--- config.mk ---
export PLATFORM = sky130hd
export DESIGN_NAME = usec_tod_timer
export DESIGN_NICKNAME = d
export VERILOG_FILES = /design/src/rtl/tod_pkg.sv /design/src/rtl/tod_prescaler.sv /design/src/rtl/tod_counter.sv /design/src/rtl/tod_access.sv /design/src/rtl/usec_tod_timer.sv
export SDC_FILE = /design/constraint.sdc
export NUM_CORES = 1
export LEC_CHECK = 0
export ABC_AREA = 1
export ABC_CLOCK_PERIOD_IN_PS = 2200
export BUFFER_PORTS_ARGS = -buffer_cell sky130_fd_sc_hd__buf_4
export CORE_UTILIZATION = 55
export DETAILED_ROUTE_END_ITERATION = 12
export PLACE_DENSITY_LB_ADDON = 0.2
export REMOVE_ABC_BUFFERS = 1
export SYNTH_ARGS = -nofsm -noshare
export SYNTH_HDL_FRONTEND = slang
export SYNTH_SLANG_ARGS = --single-unit
--- constraint.sdc ---
create_clock -name clk -period 2.2 [get_ports clk]
set_input_delay 0.44 -clock clk [delete_from_list [all_inputs] [get_ports clk]]
set_output_delay 0.44 -clock clk [all_outputs]
set_load 0.1 [all_outputs]
--- src/rtl/tod_pkg.sv ---
package tod_pkg;

    localparam int WORD_W    = 16;
    localparam int NUM_WORDS = 4;
    localparam int SEL_W     = $clog2(NUM_WORDS);
    localparam int TENTH_W   = 4;
    localparam int USEC_W    = 20;
    localparam int SEC_W     = 32;
    localparam int USEC_LO_W = WORD_W;
    localparam int USEC_HI_W = USEC_W - USEC_LO_W;

    localparam logic [TENTH_W-1:0] TENTH_LAST = TENTH_W'(9);
    localparam logic [USEC_W-1:0]  USEC_LAST  = USEC_W'(999999);

    typedef logic [WORD_W-1:0] word_t;

    typedef struct packed {
        logic [SEC_W-1:0]   sec;
        logic [USEC_W-1:0]  usec;
        logic [TENTH_W-1:0] tenth;
    } tod_t;

    typedef enum logic [SEL_W-1:0] {
        WORD_USEC_LO = 2'd0,
        WORD_FRAC    = 2'd1,
        WORD_SEC_LO  = 2'd2,
        WORD_SEC_HI  = 2'd3
    } word_e;

    function automatic word_t tod_word(input tod_t t, input word_e sel);
        word_t w;
        case (sel)
            WORD_USEC_LO: w = t.usec[USEC_LO_W-1:0];
            WORD_FRAC:    w = {{(WORD_W-TENTH_W-USEC_HI_W){1'b0}}, t.tenth,
                               t.usec[USEC_W-1:USEC_LO_W]};
            WORD_SEC_LO:  w = t.sec[WORD_W-1:0];
            default:      w = t.sec[SEC_W-1:WORD_W];
        endcase
        return w;
    endfunction

    function automatic tod_t tod_unpack(input word_t w0, input word_t w1,
                                        input word_t w2, input word_t w3);
        tod_t                t;
        logic [TENTH_W-1:0]  raw_tenth;
        logic [USEC_W-1:0]   raw_usec;
        raw_tenth = w1[USEC_HI_W +: TENTH_W];
        raw_usec  = {w1[USEC_HI_W-1:0], w0};
        t.tenth   = (raw_tenth > TENTH_LAST) ? TENTH_LAST : raw_tenth;
        t.usec    = (raw_usec > USEC_LAST) ? USEC_LAST : raw_usec;
        t.sec     = {w3, w2};
        return t;
    endfunction

    function automatic tod_t tod_step(input tod_t t);
        tod_t n;
        n = t;
        if (t.tenth >= TENTH_LAST) begin
            n.tenth = '0;
            if (t.usec >= USEC_LAST) begin
                n.usec = '0;
                n.sec  = t.sec + SEC_W'(1);
            end else begin
                n.usec = t.usec + USEC_W'(1);
            end
        end else begin
            n.tenth = t.tenth + TENTH_W'(1);
        end
        return n;
    endfunction

endpackage

--- src/rtl/tod_prescaler.sv ---
module tod_prescaler #(
    parameter int TICK_DIV = 20
) (
    input  logic clk,
    input  logic rst,
    input  logic run,
    input  logic restart,
    output logic tick
);
    localparam int CNT_W = (TICK_DIV > 1) ? $clog2(TICK_DIV) : 1;
    localparam logic [CNT_W-1:0] CNT_LAST = CNT_W'(TICK_DIV - 1);

    logic [CNT_W-1:0] cnt_q;

    always_ff @(posedge clk) begin
        if (rst || restart) begin
            cnt_q <= '0;
        end else if (run) begin
            cnt_q <= (cnt_q == CNT_LAST) ? '0 : cnt_q + CNT_W'(1);
        end
    end

    assign tick = run && (cnt_q == CNT_LAST);

endmodule

--- src/rtl/tod_counter.sv ---
module tod_counter
    import tod_pkg::*;
(
    input  logic clk,
    input  logic rst,
    input  logic load,
    input  tod_t load_val,
    input  logic tick,
    output tod_t value,
    output logic armed
);
    always_ff @(posedge clk) begin
        if (rst) begin
            value <= '0;
            armed <= 1'b0;
        end else if (load) begin
            value <= load_val;
            armed <= 1'b1;
        end else if (armed && tick) begin
            value <= tod_step(value);
        end
    end

endmodule

--- src/rtl/tod_access.sv ---
module tod_access
    import tod_pkg::*;
(
    input  logic              clk,
    input  logic              rst,
    input  logic              wr_en,
    input  logic              rd_en,
    input  logic [SEL_W-1:0]  word_sel,
    input  word_t             wr_data,
    input  tod_t              live,
    output logic              commit,
    output tod_t              commit_val,
    output word_t             rd_data
);
    localparam int STAGE_N = NUM_WORDS - 1;

    word_t stage_q [STAGE_N];
    tod_t  snap_q;
    tod_t  rd_src;
    word_e sel_e;

    assign sel_e = word_e'(word_sel);

    generate
        for (genvar g = 0; g < STAGE_N; g++) begin : g_stage
            always_ff @(posedge clk) begin
                if (rst) begin
                    stage_q[g] <= '0;
                end else if (wr_en && (word_sel == SEL_W'(g))) begin
                    stage_q[g] <= wr_data;
                end
            end
        end
    endgenerate

    assign commit     = wr_en && (sel_e == WORD_SEC_HI);
    assign commit_val = tod_unpack(stage_q[0], stage_q[1], stage_q[2], wr_data);

    assign rd_src = (sel_e == WORD_USEC_LO) ? live : snap_q;

    always_ff @(posedge clk) begin
        if (rst) begin
            snap_q  <= '0;
            rd_data <= '0;
        end else if (rd_en) begin
            if (sel_e == WORD_USEC_LO) begin
                snap_q <= live;
            end
            rd_data <= tod_word(rd_src, sel_e);
        end
    end

endmodule

--- src/rtl/usec_tod_timer.sv ---
module usec_tod_timer
    import tod_pkg::*;
#(
    parameter int TICK_DIV = 20
) (
    input  logic        clk,
    input  logic        rst,
    input  logic        wr_en,
    input  logic        rd_en,
    input  logic [1:0]  word_sel,
    input  logic [15:0] wr_data,
    output logic [15:0] rd_data,
    output logic        armed
);
    tod_t live;
    tod_t load_val;
    logic commit;
    logic tick;

    tod_prescaler #(.TICK_DIV(TICK_DIV)) u_presc (
        .clk     (clk),
        .rst     (rst),
        .run     (armed),
        .restart (commit),
        .tick    (tick)
    );

    tod_counter u_count (
        .clk      (clk),
        .rst      (rst),
        .load     (commit),
        .load_val (load_val),
        .tick     (tick),
        .value    (live),
        .armed    (armed)
    );

    tod_access u_access (
        .clk        (clk),
        .rst        (rst),
        .wr_en      (wr_en),
        .rd_en      (rd_en),
        .word_sel   (word_sel),
        .wr_data    (wr_data),
        .live       (live),
        .commit     (commit),
        .commit_val (load_val),
        .rd_data    (rd_data)
    );

endmodule

# Word level (Yosys, flattened, before mapping)
# Memory sizes are Yosys's and may differ from the RTL's.
# Cells that the tools add are included.
[totals]
regBits = 134
latchBits = 0
ram_bits = 48
romBits = 0
inputBits = 22
out_inout_bits = 17
elab_cells = 63
mem_count = 1
[classes]
n_addsub = 4
multipliers = 0
n_div = 0
n_lt_le_gt_ge = 4
eq_ne = 4
shifts = 0
muxes = 25
bitwise_logic = 3
reduce_logical = 13
[memory_table]
columns = ["memory", "words", "word_bits", "read_ports", "rd_ports_with_merged_regs", "write_ports", "line", "rtl"]
rows = [
  ["u_access.stage_q", 3, 16, 3, 0, 3, "tod_access.sv:17", "word_t stage_q [STAGE_N];"],
]
[op_table]
columns = ["op", "count"]
rows = [
  ["56-bit two-way mux", 3],
  ["52-bit two-way mux", 1],
  ["16-bit two-way mux", 3],
  ["16-bit one-hot mux with 3 select lines", 1],
  ["20-bit two-way mux", 2],
  ["32-bit by 1-bit adder with 32-bit output, second input constant", 1],
  ["32-bit two-way mux", 1],
  ["20-bit by 1-bit adder with 20-bit output, second input constant", 1],
  ["20-bit >= comparator, second input constant", 1],
  ["20-bit > comparator, second input constant", 1],
  ["1-bit two-way mux", 11],
  ["4-bit two-way mux", 2],
  ["1-bit logical AND", 6],
  ["2-bit nonzero test", 3],
  ["5-bit by 1-bit adder with 5-bit output, second input constant", 1],
  ["5-bit equality test, second input constant", 1],
  ["5-bit two-way mux", 1],
  ["4-bit by 1-bit adder with 4-bit output, second input constant", 1],
  ["2-bit equality test, second input constant", 2],
  ["4-bit >= comparator, second input constant", 1],
  ["4-bit > comparator, second input constant", 1],
  ["1-bit bitwise OR", 3],
  ["3-bit AND reduction", 1],
  ["2-bit by 1-bit equality test with 1-bit output, second input constant", 1],
  ["other kinds (3)", 3],
]

# Longest topological paths before layout
# Gate-level depths: netlist of run 1.
[logic_depth]
word_depth = 6
ltp_mapped = 13
depth_no_buf = 12

# Cells and area by module
# Synthesis of run 1 repeated with hierarchy kept, for this count alone.
[unflattened]
cells_unflattened = 1279
area_unflattened_um2 = 8787.2
[by_module_without_submodules]
columns = ["module", "instances", "cells_per_inst", "area_each_um2", "seq_area_each_um2"]
rows = [
  ["tod_counter", 1, 731, 4359.2, 1141.1],
  ["tod_access", 1, 512, 4179.0, 2322.2],
  ["tod_prescaler", 1, 36, 249.0, 100.1],
]

# Least setup slack after synthesis of run 1
# OpenSTA, ideal clock, no wires.
[synth_path]
path_kind = "input-to-reg"
from = "input word_sel[0]"
to = "memory u_access.stage_q[0][0] (netlist name) (enable)"
setup_ns = 0.411
t_arrival_ns = 1.945
required_ns = 1.789
path_slack_ns = -0.156
path_stages = 3
n_path_buf = 0
path_cell_list = "nor2_2 -> inv_2 -> o21ai_0"
[synth_rtl]
columns = ["element", "line", "rtl"]
rows = [
  ["start: declaration", "usec_tod_timer.sv:10", "input logic [1:0] word_sel,"],
  ["end: declaration", "tod_access.sv:17", ""],
]

# Worst setup path after layout of run 1
[layout_path]
from = "register u_count.value[1] (netlist name)"
to = "register u_count.value[37] (netlist name)"
[layout_between]
elab_chain_len = 3
[layout_rtl]
columns = ["element", "line", "rtl"]
rows = [
  ["start: declaration", "tod_counter.sv:9", "output tod_t value,"],
  ["start signal: assignment", "tod_counter.sv:17", "value <= load_val;"],
  ["start signal: assignment", "tod_counter.sv:20", "value <= tod_step(value);"],
  ["4-bit >= comparator", "tod_pkg.sv:58", "if (t.tenth >= TENTH_LAST) begin"],
  ["2-bit nonzero test (no line)", "--", ""],
  ["3-bit AND reduction (no line)", "--", ""],
]
# No other way between the ends.
# A chain may end at the register's enable or synchronous reset.

==> results of run 1 <==
## layer usage
metal | wire (um) | part of all wire | GRT usage
met2 | 10630 | 0.44 | 0.5087
met3 | 2174 | 0.090 | 0.04716
met1 | 10790 | 0.45 | 0.4841
met5 | 0 | 0 | 0
met4 | 584 | 0.024 | 0.1084
## power breakdown
part | leakage, nW | internal [mW] | switching, mW
sequential | 1.35 | 3.10 | 0.0697
combinational | 1.93 | 0.156 | 0.427
clock | 0.279 | 1.52 | 1.27
total | 3.56 | 4.77 | 1.77
## registers in the layout, indices dropped and copies added (netlist names)
| signal | count |
|---|---|
| u_access.rd_data | 16 |
| u_access.snap_q | 40 |
| u_access.stage_q | 40 |
| u_count.armed | 1 |
| u_count.value | 56 |
| u_presc.cnt_q | 5 |
## cell usage after synthesis (12+ instances only)
cell,count
buf_2,12
o21ai_0,124
clkbuf_1,42
nor2_1,222
nand2_1,245
a31oi_1,22
a21oi_1,96
dfxtp_1,118
inv_1,98
edfxtp_1,40
nand3_1,63
## area by class of cell
cell class,count,share of cell area
timing repair buffer,70,0.05739
tap,184,0.02497
clock inverter,13,0.01099
inverter,105,0.04355
multi-input combinational,853,0.4275
sequential,158,0.3864
clock buffer,19,0.04912
## worst max-delay path, stage by stage, from the launching register on
cell and delay, ns:
dfxtp_1 0.38, inv_1 0.09, ha_1 0.20, o21ai_2 0.20, nand2_2 0.13, nand2_4 0.11, clkinv_4 0.16, nand2_2 0.19
buf_4 0.20, nand2_1 0.08, a21oi_1 0.14
## timing repair
item | in CTS | in global routing
endpoints found under the setup margin | 0 | 20
setup buffers | 0 | 0
gates resized for setup | 0 | 5
## logic make-up (layout without fill, tap and decap cells)
| family | after synthesis | in the layout | synth area share |
|---|---|---|---|
| fa+ha+maj | 6 | 6 | 0.009201 |
| flops | 158 | 158 | 0.4367 |
| simple gates | 567 | 567 | 0.2819 |
| compound gates | 264 | 264 | 0.1727 |
| xor+xnor | 16 | 16 | 0.01717 |
| buf+inv | 167 | 207 | 0.08235 |
## final timing paths
| kind | endpoint | startpoint | depth (start not counted) | slack (ns) |
|---|---|---|---|---|
| worst max register to register | u_count.value[37] | u_count.value[1] | 10 | 0.23 |
| worst max-delay path | u_count.value[37] | u_count.value[1] | 10 | 0.23 |
| worst min-delay path | u_access.stage_q[2][12] | wr_data[12] | 3 | 0.37 |
| worst min register to register | u_access.rd_data[9] | u_access.snap_q[33] | 2 | 0.47 |
==> run metrics, run 1 <==
routed vias/inst 5.720; Inserted Diodes 0; cell count after synthesis 1,178; final critical-path required period 1.975 ns; Detailed Place HPWL 17.09 mm; TritonRoute pass-1 iters 6; CP required 2.56 ns; critical path class register to register; Horiz. Die Dim 123.8 um; Total GRT Usage 0.3336; Hold Crit Class input port to register; worst hold slack 0.3726 ns; number of antenna violations at the first check in global routing 0; CP Capture Type register; later-pin clock latency in the skew report 0.43 ns; Post-Place Setup Slack 0.1976 ns; core area 0.01448 sq mm; most frequent cells in the layout nand2_1, nor2_1, o21ai_0; I/O Pins 39; Synth Flop Type dfxtp_1; WP data arrival 2.34 ns; max_cap viols 0; crit path launch type register; # port buffers 38; Tot Pwr 6.547 mW; ranking of synthesized cells by area dfxtp_1, edfxtp_1, nand2_1, nor2_1, o21ai_0; CTS tree yes; post-synthesis sequential area ratio 0.4367; Clock Sink Count 158; Rel. slew slack 0.5246; worst setup margin 0.2255 ns; Layout Cells excl Fill 1,402; #FFs+latches synth 158; final WL 24.18 mm; Fillers 1,335; clock buffer count from CTS 17; placed instance area 0.008650 sq mm; average wire per standard cell 17.25 um; Hold-fix buffers, CTS 0; clock root cell clkbuf_16; detailed-route DRC error count 0; Tcrit/Tclk final 0.8975; die height 123.8 um; most common cell after layout, fill and taps aside nand2_1; share of layout cells above drive strength 1 0.1018; Area Growth Syn to Fin 13.02%; status finished clean; final core utilization 0.6369; Final Hold Viols 0; Max Freq 506.4 MHz; Longest Clk Path Bufs 2; clock skew 0.008869 ns; CTS clock-pin slew for the worst setup and hold paths 0.07 ns; dpl cells 1,370; gpl congestion 1.001; FFs w/ async S/R, synth 0; Storage cell area 0.003563 sq mm; die area 0.01533 sq mm; nets 1,233; Setup violations, final 0; design area 0.009221 sq mm; Power Dens Cells 710.0 mW/mm^2; CP Max Fanout 25; # H-tree levels 4; DRT iter0 DRCs 942; largest net degree at the start of global routing 66; post-synth cell types 41; Post-synth EDFFs 40; via count 8,020; multi-input logic area 0.003943 sq mm; number of routed nets with antenna violations 0; Netlist Area Pre-Place 0.008159 sq mm; global route total overflow 0; area leader, netlist dfxtp_1; first-pass GRT wire length 37.62 mm; Initial Util 0.5635; pins over their slew limit 0; VDD IR max 0.5720 mV; Worst-Margin Slew 0.7131 ns; Total Negative Setup Slacks 0 ns; num rows 44; post-synth top area share 0.2895; syn_area_per_cell 6.926 sq um; Ys Warns 0; P_leak 3.560 nW; vias in the first global route 6,870
Power figures use the tool's default switching activity.
==> inputs of run 2 (changes only) <==
--- a/config.mk
+++ b/config.mk
@@ -6,7 +6,7 @@
 export NUM_CORES = 1
 export LEC_CHECK = 0
 export ABC_AREA = 1
-export ABC_CLOCK_PERIOD_IN_PS = 2200
+export ABC_CLOCK_PERIOD_IN_PS = 1950
 export BUFFER_PORTS_ARGS = -buffer_cell sky130_fd_sc_hd__buf_4
 export CORE_UTILIZATION = 55
 export DETAILED_ROUTE_END_ITERATION = 12
==> constraint.sdc (replaced) <==
create_clock -name clk -period 1.95 [get_ports clk]
set_input_delay 0.39 -clock clk [delete_from_list [all_inputs] [get_ports clk]]
set_output_delay 0.39 -clock clk [all_outputs]
set_load 0.1 [all_outputs]
==> run 2 against run 1 <==
  * Non-clock buffer count increased by 20
  * Clock skew decreased by 0.0020 ns
  * Critical path depth increased by 2
  * Cell area increased by 3.7%
  * Highest routed layer unchanged
  * Critical path type unchanged
  * Hold slack got worse by 0.055 ns
  * Critical endpoint is now u_count.value[44]
  * Global-route usage increased by 0.55 points
  * Die area unchanged
  * Clock power increased by 26%
  * Register-to-register slack got worse by 0.12 ns
==> run metrics, run 2 (synthesis results as in run 1) <==
status finished clean; number of antenna violations at the first check in global routing 0; Reg with most FFs u_count.value; CP Capture Type register; # H-tree levels 4; CP required 2.32 ns; num rows 44; Rel. slew slack 0.5765; VDD IR max 0.6539 mV; Setup violations, final 0; DRT iter0 DRCs 983; most common cell after layout, fill and taps aside nand2_1; average wire per standard cell 17.52 um; critical path class register to register; Final Hold Viols 0; later-pin clock latency in the skew report 0.43 ns; P_leak 3.736 nW; pins over their slew limit 0; first-pass GRT wire length 37.96 mm; CP most frequent cell nor2_1; global route total overflow 0; max_cap viols 0; CTS tree yes; crit path launch type register; vias in the first global route 6,924; Hold-fix buffers, CTS 0; multi-input logic area 0.003973 sq mm; Hold Crit Class input port to register; Horiz. Die Dim 123.8 um; Clock Sink Count 158; routed vias/inst 5.725; Initial Util 0.5635; Total GRT Usage 0.3391; largest net degree at the start of global routing 66; nets 1,253; Worst path slowest cell dfxtp_1; die area 0.01533 sq mm; TritonRoute pass-1 iters 9; biggest regs u_count.value x56, u_access.snap_q x40, u_access.stage_q x40; die height 123.8 um; Worst path max stage delay 0.33 ns; final WL 24.91 mm; worst setup margin 0.1016 ns; # port buffers 38; core area 0.01448 sq mm; Detailed Place HPWL 17.45 mm; Longest Clk Path Bufs 2; share of layout cells above drive strength 1 0.1220; critical path's top delay family simple AND/OR/NAND/NOR gates; Worst-Margin Slew 0.6345 ns; WP data arrival 2.21 ns; Max Freq 541.0 MHz; detailed-route DRC error count 0; clock root cell clkbuf_16; CP cell instances ha_2 -> nand2_1 -> nor2_2 -> nand2_1 -> nor2_1 -> nand2_1 -> nand3_4 -> buf_12 -> nand3_1 -> nor2_1 -> nor2_1 -> nor2_1; Power Dens Cells 813.7 mW/mm^2; CTS clock-pin slew for the worst setup and hold paths 0.06 ns; most frequent cells in the layout nand2_1, nor2_1, dfxtp_1; Tcrit/Tclk final 0.9479; Layout Cells excl Fill 1,422; I/O Pins 39; Area Growth Syn to Fin 17.16%; Inserted Diodes 0; Fillers 1,347; dpl cells 1,389; clock buffer count from CTS 17; Post-Place Setup Slack 0.09739 ns; max FFs per register 56; gpl congestion 0.9710; final critical-path required period 1.848 ns; via count 8,141; number of routed nets with antenna violations 0; worst hold slack 0.3176 ns; clock skew 0.006838 ns; Buf+Inv Stages, Crit Path 1; Storage cell area 0.003565 sq mm; CP Max Fanout 24; RSZ-0062 raised after global routing yes
==> run 2: tightest hold or removal path, delay by kind of cell <==
| kind | cells | cell delay [ns] |
|---|---|---|
| AO/OA/AOI/OAI | 1 | 0.05 |
| AND/OR/NAND/NOR | 3 | 0.18 |
| buffers and inverters | 1 | 0.08 |
==> run 2: layout make-up <==
class / instances / area share
clock buffer: 23 / 0.05903
clock inverter: 9 / 0.007853
inverter: 105 / 0.04254
multi-input combinational: 853 / 0.4156
sequential: 158 / 0.3729
tap: 184 / 0.02408
timing repair buffer: 90 / 0.07801
==> run 2: where the power goes <==
part | internal, mW | leakage (nW) | switching [mW]
Combinational | 0.191 | 2.06 | 0.494
Sequential | 3.49 | 1.35 | 0.0740
Clock | 2.08 | 0.319 | 1.45
Total | 5.76 | 3.74 | 2.01
==> run 2: path summary, 6_finish.rpt <==
check | start | endpoint | slack (ns) | cells past startpoint
hold reg to reg | u_access.snap_q[36] | u_access.rd_data[12] | 0.48 | 2
hold / removal | wr_data[5] | u_count.value[45] | 0.32 | 5
setup reg to reg | u_count.value[5] | u_count.value[44] | 0.10 | 12
setup / recovery | u_count.value[5] | u_count.value[44] | 0.10 | 12
==> run 2: layer usage <==
metal,global-route usage,share of wire
met5,0,0
met1,0.4834,0.44
met3,0.05678,0.095
met4,0.1077,0.020
met2,0.5222,0.45
==> run 2: timing repair <==
item                                    in CTS  in global routing
buffers inserted                             0                  1
gates resized for setup                      0                 26
endpoints found under the setup margin       0                 37
==> run 2: through the flow <==
stage	total power, mW	setup TNS, ns	cell area, sq um	utilization
after CTS	7.778	0	9482	0.6549
after global placement	4.294	0	8842	0.6107
after floorplan	4.021	-125.72	7886	-
after global routing	7.987	-0.09996	9559	0.6602
after detailed placement	4.302	0	8842	0.6107
final	7.778	0	9559	0.6602
==> inputs of run 3 (changes only) <==
--- a/config.mk
+++ b/config.mk
@@ -12,6 +12,7 @@
 export DETAILED_ROUTE_END_ITERATION = 12
 export PLACE_DENSITY_LB_ADDON = 0.2
 export REMOVE_ABC_BUFFERS = 1
+export SETUP_SLACK_MARGIN = 0.4
 export SYNTH_ARGS = -nofsm -noshare
 export SYNTH_HDL_FRONTEND = slang
 export SYNTH_SLANG_ARGS = --single-unit
==> run 3 against run 2 <==
  * Critical path depth is 2 higher
  * Global-route usage is 1.9 points higher
  * Worst setup slack better by 0.049 ns
  * Sequential share of layout area is 2.6 points lower
  * Register-to-register slack better by 0.05 ns
  * Wire length is 11% higher
  * Non-clock buffer count is 27 higher
  * Critical endpoint is now u_count.value[13]
  * Highest routed layer unchanged
==> run metrics, run 3 (synthesis results as in run 1) <==
Tot Pwr 7.864 mW; VDD IR max 0.7303 mV; clock buffer count from CTS 17; # H-tree levels 4; pins over their slew limit 0; max FFs per register 56; Detailed Place HPWL 17.45 mm; Combinational Power Share 0.096; Pint 5.798 mW; via count 8,579; clock skew 0.008594 ns; largest net degree at the start of global routing 66; Total GRT Usage 0.3581; Worst path slowest cell dfxtp_2; Storage cell area 0.003587 sq mm; Max Freq 555.6 MHz; CTS clock-pin slew for the worst setup and hold paths 0.07 ns; Reg with most FFs u_count.value; die area 0.01533 sq mm; number of antenna violations at the first check in global routing 0; status finished clean; Buf+Inv Stages, Crit Path 4; DRT iter0 DRCs 1,100; global route total overflow 0; TritonRoute pass-1 iters 8; later-pin clock latency in the skew report 0.43 ns; P_leak 3.994 nW; average wire per standard cell 19.11 um; Setup violations, final 0; most frequent cells in the layout nand2_1, nor2_1, o21ai_0; switching power 2.066 mW; Horiz. Die Dim 123.8 um; RSZ-0062 raised after global routing yes; Hold-fix buffers, CTS 0; Layout Cells excl Fill 1,451; share of layout cells above drive strength 1 0.2155; Longest Clk Path Bufs 2; max_cap viols 0; Clock Sink Count 158; WP data arrival 2.12 ns; routed vias/inst 5.912; Seq pwr share 0.454; critical path's top delay family simple AND/OR/NAND/NOR gates; Tcrit/Tclk final 0.9230; detailed-route DRC error count 0; Switching Share 0.2627; CTS tree yes; Final Hold Viols 0; final critical-path required period 1.800 ns; CP Max Fanout 6; biggest regs u_count.value x56, u_access.snap_q x40, u_access.stage_q x40; number of routed nets with antenna violations 0; CP cell instances ha_4 -> nand2_4 -> nor2_4 -> nand2_2 -> nor2_4 -> nand2_2 -> nand3_4 -> buf_4 -> buf_12 -> clkinv_8 -> nand2_1 -> nand3_1 -> nand2_1 -> inv_1; multi-input logic area 0.004353 sq mm; Clock Power Share 0.450; Rel. slew slack 0.5661; num rows 44; Worst-Margin Slew 0.6502 ns; Inserted Diodes 0; die height 123.8 um; gpl congestion 0.9710; Initial Util 0.5635; Worst path max stage delay 0.35 ns; first-pass GRT wire length 40.19 mm; critical path class register to register; nets 1,282; CP Capture Type register; Fillers 1,182; most common cell after layout, fill and taps aside nand2_1; final WL 27.73 mm; vias in the first global route 7,376; Hold Crit Class input port to register; # port buffers 38; CP required 2.27 ns; crit path launch type register; I/O Pins 39; clock root cell clkbuf_16; Power Dens Cells 760.0 mW/mm^2; core area 0.01448 sq mm; dpl cells 1,389; Area Growth Syn to Fin 26.82%
run 3: changes by cell type in the layout (fill, tap and decap cells not counted), sizes merged:
cell / change
inv: +1
buf: +25
nor2: +1
clkbuf: +2
run 3: per-layer routing:
| metal | vias up | GRT usage | wire length [um] | share of wire |
|---|---|---|---|---|
| met2 | 531 | 0.5503 | 12480 | 0.45 |
| met3 | 90 | 0.06273 | 2947 | 0.11 |
| met1 | 3947 | 0.4982 | 11300 | 0.41 |
| met4 | 0 | 0.1431 | 998 | 0.036 |
| met5 | - | 0 | 0 | 0 |
| li1 | 4011 | - | - | - |
run 3: through the flow:
step / instance area [sq um] / setup slack, ns / setup TNS, ns / hold slack (ns) / utilization
5_1_grt: 10350 / 0.08166 / 0 / 0.3560 / 0.7147
6_report: 10350 / 0.1501 / 0 / 0.3204 / 0.7147
3_3_place_gp: 8842 / 0.1266 / 0 / 0.4573 / 0.6107
4_1_cts: 9973 / 0.2429 / 0 / 0.3185 / 0.6888
2_1_floorplan: 7886 / -1.618 / -125.72 / 0.4378 / -
3_5_place_dp: 8842 / 0.09739 / 0 / 0.4621 / 0.6107
run 3: worst paths after layout:
kind	start	end	slack [ns]	cells past startpoint
worst min-delay path	wr_data[5]	u_count.value[45]	0.32	5
worst max-delay path	u_count.value[5]	u_count.value[13]	0.15	14
worst min register to register	u_access.snap_q[36]	u_access.rd_data[12]	0.48	2
worst max register to register	u_count.value[5]	u_count.value[13]	0.15	14
run 3: power by group through the flow:
stage	clock (mW)	sequential, mW	combinational [mW]
2_1_floorplan	0	3.75	0.268
4_1_cts	3.54	3.57	0.710
5_1_grt	3.68	3.58	0.797
3_5_place_dp	0	3.64	0.666
3_3_place_gp	0	3.63	0.662
6_report	3.54	3.57	0.751
run 3: layout make-up:
type                       count  area share
timing repair inverter         1   0.0008464
sequential                   158      0.3467
multi-input combinational    854      0.4207
clock inverter                 9    0.007255
inverter                     105     0.04075
timing repair buffer         117      0.1070
clock buffer                  23     0.05453
tap                          184     0.02225
run 3: what timing repair did:
| action | CTS | global route |
|---|---|---|
| resized for setup | 101 | 77 |
| cloned | 3 | 4 |
| endpoints found under the setup margin | 53 | 56 |
| pin swaps | 19 | 8 |
| buffers inserted | 15 | 8 |
run 3: worst min-delay path, delay by kind of cell:
| kind | cells | cell delay, ns |
|---|---|---|
| AOI/OAI and AO/OA | 1 | 0.05 |
| buffers and inverters | 1 | 0.08 |
| and+or+nand+nor | 3 | 0.18 |
